==> src/rtl/fp8w_pkg.sv <==
package fp8w_pkg;
    localparam int CODE_W    = 8;
    localparam int EXP_W     = 5;
    localparam int MAN_W     = 3;
    localparam int F32_EXP_W = 8;
    localparam int F32_MAN_W = 23;
    localparam int F32_BIAS  = 127;
    localparam int F32_W     = 1 + F32_EXP_W + F32_MAN_W;
    localparam int LEAD_W    = $clog2(MAN_W);

    typedef enum logic {FMT_E4M3 = 1'b0, FMT_E5M2 = 1'b1} fmt_e;

    typedef enum logic [2:0] {
        CLS_ZERO,
        CLS_SUB,
        CLS_NORM,
        CLS_INF,
        CLS_NAN
    } cls_e;

    typedef struct packed {
        logic             sgn;
        logic [EXP_W-1:0] exp;
        logic [MAN_W-1:0] man;
    } parts_t;

    typedef struct packed {
        logic nan;
        logic inf;
        logic zero;
        logic sub;
    } flags_t;
endpackage

==> src/rtl/fp8w_unpack.sv <==
module fp8w_unpack
    import fp8w_pkg::*;
#(
    parameter int NARROW_EXP_W = 4,
    parameter int WIDE_EXP_W   = 5
) (
    input  fmt_e                  fmt,
    input  logic [CODE_W-1:0]     code,
    output parts_t                parts,
    output cls_e                  cls,
    output logic [F32_EXP_W-1:0]  bias
);
    localparam int NARROW_MAN_W = CODE_W - 1 - NARROW_EXP_W;
    localparam int WIDE_MAN_W   = CODE_W - 1 - WIDE_EXP_W;
    localparam int NARROW_BIAS  = (1 << (NARROW_EXP_W - 1)) - 1;
    localparam int WIDE_BIAS    = (1 << (WIDE_EXP_W - 1)) - 1;

    logic exp_full;
    logic man_full;

    always_comb begin
        parts.sgn = code[CODE_W-1];
        unique case (fmt)
            FMT_E4M3: begin
                parts.exp = EXP_W'(code[CODE_W-2 -: NARROW_EXP_W]);
                parts.man = MAN_W'(code[NARROW_MAN_W-1:0]) << (MAN_W - NARROW_MAN_W);
                exp_full  = &code[CODE_W-2 -: NARROW_EXP_W];
                man_full  = &code[NARROW_MAN_W-1:0];
                bias      = F32_EXP_W'(NARROW_BIAS);
            end
            FMT_E5M2: begin
                parts.exp = EXP_W'(code[CODE_W-2 -: WIDE_EXP_W]);
                parts.man = MAN_W'(code[WIDE_MAN_W-1:0]) << (MAN_W - WIDE_MAN_W);
                exp_full  = &code[CODE_W-2 -: WIDE_EXP_W];
                man_full  = &code[WIDE_MAN_W-1:0];
                bias      = F32_EXP_W'(WIDE_BIAS);
            end
            default: begin
                parts.exp = '0;
                parts.man = '0;
                exp_full  = 1'b0;
                man_full  = 1'b0;
                bias      = '0;
            end
        endcase
    end

    // Decode state selection: the range-limited layout keeps its top exponent finite
    always_comb begin
        if (parts.exp == '0) begin
            cls = (parts.man == '0) ? CLS_ZERO : CLS_SUB;
        end else if (exp_full) begin
            if (fmt == FMT_E4M3) begin
                cls = man_full ? CLS_NAN : CLS_NORM;
            end else begin
                cls = (parts.man == '0) ? CLS_INF : CLS_NAN;
            end
        end else begin
            cls = CLS_NORM;
        end
    end
endmodule

==> src/rtl/fp8w_lead_norm.sv <==
module fp8w_lead_norm
    import fp8w_pkg::*;
(
    input  logic [MAN_W-1:0]  man,
    output logic [LEAD_W-1:0] lead,
    output logic [MAN_W-1:0]  frac
);
    logic [2*MAN_W-1:0] shifted;

    // Highest set bit wins; the loop runs upward so later hits overwrite earlier ones
    always_comb begin
        lead = '0;
        for (int i = 0; i < MAN_W; i++) begin
            if (man[i]) lead = LEAD_W'(i);
        end
        shifted = {{MAN_W{1'b0}}, man} << (MAN_W - int'(lead));
        frac    = shifted[MAN_W-1:0];
    end
endmodule

==> src/rtl/fp8w_pack.sv <==
module fp8w_pack
    import fp8w_pkg::*;
(
    input  parts_t                parts,
    input  cls_e                  cls,
    input  logic [F32_EXP_W-1:0]  bias,
    input  logic [LEAD_W-1:0]     lead,
    input  logic [MAN_W-1:0]      frac,
    output logic [F32_W-1:0]      word,
    output flags_t                flg
);
    localparam int XW      = F32_EXP_W + 2;
    localparam int PAD_W   = F32_MAN_W - MAN_W;
    localparam int SUB_OFS = F32_BIAS + 1 - MAN_W;

    logic [XW-1:0] e_norm;
    logic [XW-1:0] e_sub;

    always_comb begin
        e_norm = XW'(parts.exp) + XW'(F32_BIAS) - XW'(bias);
        e_sub  = XW'(SUB_OFS) + XW'(lead) - XW'(bias);
        flg    = '0;
        unique case (cls)
            CLS_ZERO: begin
                word     = {parts.sgn, {(F32_W-1){1'b0}}};
                flg.zero = 1'b1;
            end
            CLS_SUB: begin
                word    = {parts.sgn, e_sub[F32_EXP_W-1:0], frac, {PAD_W{1'b0}}};
                flg.sub = 1'b1;
            end
            CLS_NORM: begin
                word = {parts.sgn, e_norm[F32_EXP_W-1:0], parts.man, {PAD_W{1'b0}}};
            end
            CLS_INF: begin
                word    = {parts.sgn, {F32_EXP_W{1'b1}}, {F32_MAN_W{1'b0}}};
                flg.inf = 1'b1;
            end
            CLS_NAN: begin
                word    = {parts.sgn, {F32_EXP_W{1'b1}}, 1'b1, {(F32_MAN_W-1){1'b0}}};
                flg.nan = 1'b1;
            end
            default: begin
                word = '0;
            end
        endcase
    end
endmodule

==> src/rtl/fp8_to_fp32_widener.sv <==
module fp8_to_fp32_widener
    import fp8w_pkg::*;
#(
    parameter int NARROW_EXP_W = 4,
    parameter int WIDE_EXP_W   = 5
) (
    input  logic              clk,
    input  logic              rst_n,
    input  logic              fmt_sel,
    input  logic              in_vld,
    input  logic [CODE_W-1:0] in_code,
    output logic              out_vld,
    output logic [F32_W-1:0]  out_word,
    output logic              out_nan,
    output logic              out_inf,
    output logic              out_zero,
    output logic              out_sub
);
    parts_t                parts;
    cls_e                  cls;
    logic [F32_EXP_W-1:0]  bias;
    logic [LEAD_W-1:0]     lead;
    logic [MAN_W-1:0]      frac;
    logic [F32_W-1:0]      word_c;
    flags_t                flg_c;

    logic [F32_W-1:0]      word_q, word_n;
    flags_t                flg_q, flg_n;
    logic                  vld_q;

    fp8w_unpack #(.NARROW_EXP_W(NARROW_EXP_W), .WIDE_EXP_W(WIDE_EXP_W)) u_unpack (
        .fmt   (fmt_e'(fmt_sel)),
        .code  (in_code),
        .parts (parts),
        .cls   (cls),
        .bias  (bias)
    );

    fp8w_lead_norm u_norm (
        .man  (parts.man),
        .lead (lead),
        .frac (frac)
    );

    fp8w_pack u_pack (
        .parts (parts),
        .cls   (cls),
        .bias  (bias),
        .lead  (lead),
        .frac  (frac),
        .word  (word_c),
        .flg   (flg_c)
    );

    // Next-value selection: capture on strobe, otherwise hold
    always_comb begin
        word_n = in_vld ? word_c : word_q;
        flg_n  = in_vld ? flg_c  : flg_q;
    end

    always_ff @(posedge clk or negedge rst_n) begin
        if (!rst_n) begin
            vld_q  <= 1'b0;
            word_q <= '0;
            flg_q  <= '0;
        end else begin
            vld_q  <= in_vld;
            word_q <= word_n;
            flg_q  <= flg_n;
        end
    end

    always_comb begin
        out_vld  = vld_q;
        out_word = word_q;
        out_nan  = flg_q.nan;
        out_inf  = flg_q.inf;
        out_zero = flg_q.zero;
        out_sub  = flg_q.sub;
    end

    assert_valid_rise_R8: assert property (@(posedge clk) disable iff (!rst_n)
        in_vld |=> out_vld);
    assert_valid_fall_R8: assert property (@(posedge clk) disable iff (!rst_n)
        !in_vld |=> !out_vld);
    assert_hold_R8: assert property (@(posedge clk) disable iff (!rst_n)
        !in_vld |=> ($stable(out_word) && $stable({out_nan, out_inf, out_zero, out_sub})));
    assert_flag_onehot_R7: assert property (@(posedge clk) disable iff (!rst_n)
        $onehot0({out_nan, out_inf, out_zero, out_sub}));
    assert_nan_canon_R2: assert property (@(posedge clk) disable iff (!rst_n)
        out_nan |-> (out_word[F32_W-2:0] == 31'h7FC00000));
    assert_inf_word_R4: assert property (@(posedge clk) disable iff (!rst_n)
        out_inf |-> (out_word[F32_W-2:0] == 31'h7F800000));
    assert_zero_word_R6: assert property (@(posedge clk) disable iff (!rst_n)
        out_zero |-> (out_word[F32_W-2:0] == '0));
    assert_sign_carry_R6: assert property (@(posedge clk) disable iff (!rst_n)
        in_vld |=> (out_word[F32_W-1] == $past(in_code[CODE_W-1])));
    assert_narrow_noinf_R1: assert property (@(posedge clk) disable iff (!rst_n)
        (in_vld && !fmt_sel) |=> !out_inf);
endmodule

==> config.mk <==
export PLATFORM = sky130hd
export DESIGN_NAME = fp8_to_fp32_widener
export DESIGN_NICKNAME = d
export VERILOG_FILES = /design/src/rtl/fp8w_pkg.sv /design/src/rtl/fp8w_unpack.sv /design/src/rtl/fp8w_lead_norm.sv /design/src/rtl/fp8w_pack.sv /design/src/rtl/fp8_to_fp32_widener.sv
export SDC_FILE = /design/constraint.sdc
export NUM_CORES = 1
export LEC_CHECK = 0
export ABC_AREA = 1
export BUFFER_PORTS_ARGS = -buffer_cell sky130_fd_sc_hd__buf_2
export CAP_MARGIN = 25
export CORE_ASPECT_RATIO = 1.2
export CORE_UTILIZATION = 60
export DETAILED_ROUTE_END_ITERATION = 10
export PLACE_DENSITY_LB_ADDON = 0.15
export SYNTH_ARGS = -nofsm -noshare
export SYNTH_HDL_FRONTEND = slang
export SYNTH_HIERARCHICAL = 1
export SYNTH_SLANG_ARGS = --single-unit
export TNS_END_PERCENT = 1
==> constraint.sdc <==
create_clock -name clk -period 1 [get_ports clk]
set_clock_uncertainty 0.05 [all_clocks]
set_input_delay 0.2 -clock clk [delete_from_list [all_inputs] [get_ports clk]]
set_output_delay 0.2 -clock clk [all_outputs]
set_load 0.005 [all_outputs]
==> flow_metrics.env <==
export IMPL_setup_violations_final=53
export IMPL_ys_flop_type="dfrtp_1"
export IMPL_worstPathRequired_ps=1140
export IMPL_die_width_um=64.6
export IMPL_grt_total_usage=0.262
export IMPL_place_hpwl_um=4370
export IMPL_synthesis_area_mm2=0.00282
export IMPL_syn2layout_area_growth_pct=25.1
export IMPL_irDropWorstVdd_v=0.000617
export IMPL_numClockSinks=37
export IMPL_wirelength_met1_um=2520
export IMPL_met3RoutedLength_um=214
export IMPL_final_estimated_routing_congestion_in_global_placement=0.847
export IMPL_unrepaired_setup_endpoints_after_global_routing="yes"
export IMPL_internal_power_uw=2710
export IMPL_synth_area_leaders="dfrtp_1 33%, nand2_1 21%, buf_4 9.0%"
export IMPL_antenna_diode_count=0
export IMPL_arrival_ps=1610
export IMPL_avgSynthCellArea_um2=7.20
export IMPL_netlist_cell_type_count=32
export IMPL_run_status="finished with violations"
export IMPL_drv_cap=0
export IMPL_critPathSlowestCell="nor2_4"
export IMPL_dominant_combinational_cell_family_by_area_after_synthesis="simple AND/OR/NAND/NOR gates"
export IMPL_drt_iter0_drc=130
export IMPL_layout_drive_gt1_share=0.346
export IMPL_detailedPlace_worstSlack_ps=-889
export IMPL_floorplan_initialDensity=0.642
export IMPL_final_hold_violation_count=0
export IMPL_dr_wl_met2_um=3360
export IMPL_worst_skew_pair_late_latency_ps=290
export IMPL_power_total_uw=4040
export IMPL_global_route_wire_length_before_repair_um=10300
export IMPL_ctsRootBufferMaster="clkbuf_8"
export IMPL_yosysWarningCount=6
export IMPL_route_detailed_vias_per_inst=4.79
export IMPL_rows=26
export IMPL_fin_nets=498
export IMPL_maxSlewViolCount=0
export IMPL_slowest_delay_ps=240
export IMPL_core_area_mm2=0.00439
export IMPL_post_synthesis_cell_type_with_the_largest_combined_area="dfrtp_1"
export IMPL_design_portCount=49
export IMPL_crit_path_frequent_cell="nor2_4"
export IMPL_die_area_mm2=0.00498
export IMPL_number_of_enable_flip_flop_cells_after_synthesis=0
export IMPL_proportion_of_power_drawn_by_the_clock_network=0.249
export IMPL_final_setup_worst_slack_ps=-462
export IMPL_static_leakage_power_uw=0.00206
export IMPL_switching_power_uw=1330
export IMPL_cts_path_max_buffers=2
export IMPL_critical_path_top_delay_family="simple AND/OR/NAND/NOR gates"
export IMPL_fmax_mhz=684
export IMPL_comb_power_share=0.321
export IMPL_ys_async_sr_fraction=1.00
export IMPL_post_synth_simple_gate_area=0.366
export IMPL_min_period_over_period=1.46
export IMPL_p_seq_frac=0.430
export IMPL_drtAntennaViolNets=0
export IMPL_cp_cell_sequence="buf_12 -> clkinv_8 -> buf_12 -> nor3_1 -> nand3_1 -> nand2_4 -> nor2_4 -> inv_2 -> nor2_4 -> nor2_4 -> nand3_1 -> nand2_1 -> nand2_1"
export IMPL_yosys_cell_count_top_type="nand2_1"
export IMPL_wirelength_um=6180
export IMPL_netSwitchingFraction=0.329
export IMPL_die_height_um=77.1
export IMPL_netlist_top_cells_count="155 x nand2_1, 40 x inv_1, 37 x dfrtp_1, 34 x buf_4, 25 x nand3_1"
export IMPL_synthXorXnorAreaFrac=0.00621
export IMPL_overflow=0
export IMPL_synth_fa_ha_area_frac=0.0763
export IMPL_cts_reportedPaths_clkPinSlew_ps=70
export IMPL_port_buffer_count=48
export IMPL_crit_path_max_fanout=8
export IMPL_grt_pass1_vias=2445
export IMPL_synth_compound_area_frac=0.0373
export IMPL_depth_of_the_cts_h_tree=2
export IMPL_worst_setup_path_start_kind="primary input"
export IMPL_detail_route_first_pass_iterations=4
export IMPL_violations="negative setup slack"
export IMPL_grt_start_max_net_pins=38
export IMPL_ys_seq_elements=37
export IMPL_nFillCells=313
export IMPL_post_synth_top_area_fraction=0.328
export IMPL_power_per_cell_area_mw_per_mm2=1140
export IMPL_antenna_found_initial=0
export IMPL_synth_seq_area_share=0.328
export IMPL_proportion_of_synthesized_area_in_mux_cells=0
export IMPL_route_vias_total=2523
export IMPL_top_layer_used="met4"
export IMPL_whs_ps=185
export IMPL_worst_min_delay_path_class="primary input to flop"
export IMPL_cts_buffers_inserted=5
export IMPL_wl_per_cell_um=11.7
export IMPL_cts_tree="built"
export IMPL_synthesis_instances=392
export IMPL_crit_buf_inv=4
export IMPL_post_route_util=0.804
export IMPL_timing_worst_setup_path_type="primary input to flop"
export IMPL_period_minus_slack_ps=1460
export IMPL_critical_path_endpoint_category="flop"
export IMPL_drt_drc_violations_left=0
[power by group through the flow]
stage / clock network, µW / registers, µW / logic (µW)
floorplan: 0 / 1780 / 786
finish: 1000 / 1740 / 1300
global placement: 0 / 1760 / 1110
global route: 1080 / 1750 / 1460
CTS: 1010 / 1740 / 1210
detailed placement: 0 / 1760 / 1150
[tightest hold or removal path: stages]
cell	delay (ps)
buf_2	70
o21a_1	120
nand2_1	50
nand2_1	60
[registers in the layout, summed over array words and instances (netlist names)]
signal,flops
out_inf,1
out_word,32
out_vld,1
out_sub,1
out_nan,1
out_zero,1
[kinds of logic (layout without fill, tap and decap cells)]
family                   after synthesis  count (layout)
adder cells (fa/ha/maj)               16              16
AND/OR/NAND/NOR                      230             230
other                                  4              28
AO/OA/AOI/OAI                         16              16
XOR/XNOR                               2               2
buffers and inverters                 87             142
flip-flops                            37              37
[path summary, 6_finish.rpt]
path                       slack (ps)  cells after the start                startpoint                        to
hold reg to reg                   420                      2  out_word[13]$_DFFE_PN0P_  out_word[13]$_DFFE_PN0P_
max in group asynchronous         350                      3                     rst_n  out_word[29]$_DFFE_PN0P_
min in group asynchronous         350                      3                     rst_n  out_word[23]$_DFFE_PN0P_
setup reg to reg                  320                      2  out_word[26]$_DFFE_PN0P_  out_word[26]$_DFFE_PN0P_
hold / removal                    190                      4                in_code[7]  out_word[31]$_DFFE_PN0P_
setup / recovery                 -460                     13                   fmt_sel  out_word[23]$_DFFE_PN0P_
[final cells by class]
type / count / area, µm² / area share
multi-input combinational: 292 / 1660 / 0.469
sequential: 37 / 926 / 0.262
timing repair buffer: 86 / 588 / 0.167
inverter: 48 / 208 / 0.0588
clock buffer: 6 / 72.6 / 0.0206
tap: 56 / 70.1 / 0.0199
clock inverter: 2 / 10.0 / 0.00284
[cells in the final DEF (no fill, tap or decap), types with 2 or more instances in the layout]
cell / instances
conb_1: 28
xor2_1: 2
nand2_1: 148
clkinv_2: 2
nand2_4: 8
ha_4: 2
nand3_1: 21
o21ai_1: 2
nor2_1: 7
buf_12: 4
buf_2: 47
buf_4: 32
nor2_4: 7
nand3_2: 8
a22o_1: 2
or2_4: 2
inv_2: 8
nand3_4: 2
a21oi_1: 3
dfrtp_1: 37
clkbuf_8: 5
ha_1: 12
a21oi_2: 4
nor2_2: 5
o21a_1: 3
buf_6: 2
nand2_2: 17
inv_1: 36
[routing by layer]
layer  vias to the layer above  global-route usage
met5                         -                   0
met4                         0              0.0911
met3                         9              0.0461
met2                        67               0.489
met1                      1149               0.289
li1                       1298                   -
[metrics by stage]
| stage | cell area (µm²) | cells | setup TNS, ps |
|---|---|---|---|
| finish | 3530 | 527 | -7770 |
| global route | 3530 | 527 | -10340 |
| CTS | 3430 | 527 | -7460 |
| detailed placement | 3240 | 516 | -12570 |
| global placement | 3240 | 516 | -11630 |
| floorplan | 2970 | 416 | -7100 |
[timing repair]
action,4_1_cts,5_1_grt
pin swaps,19,12
setup endpoints to repair,53,53
buffers inserted,2,0
hold buffers,1,0
endpoints found under the hold margin,37,0
gates cloned,0,0
gates resized for setup,23,23
Power figures use the tool's default switching activity.
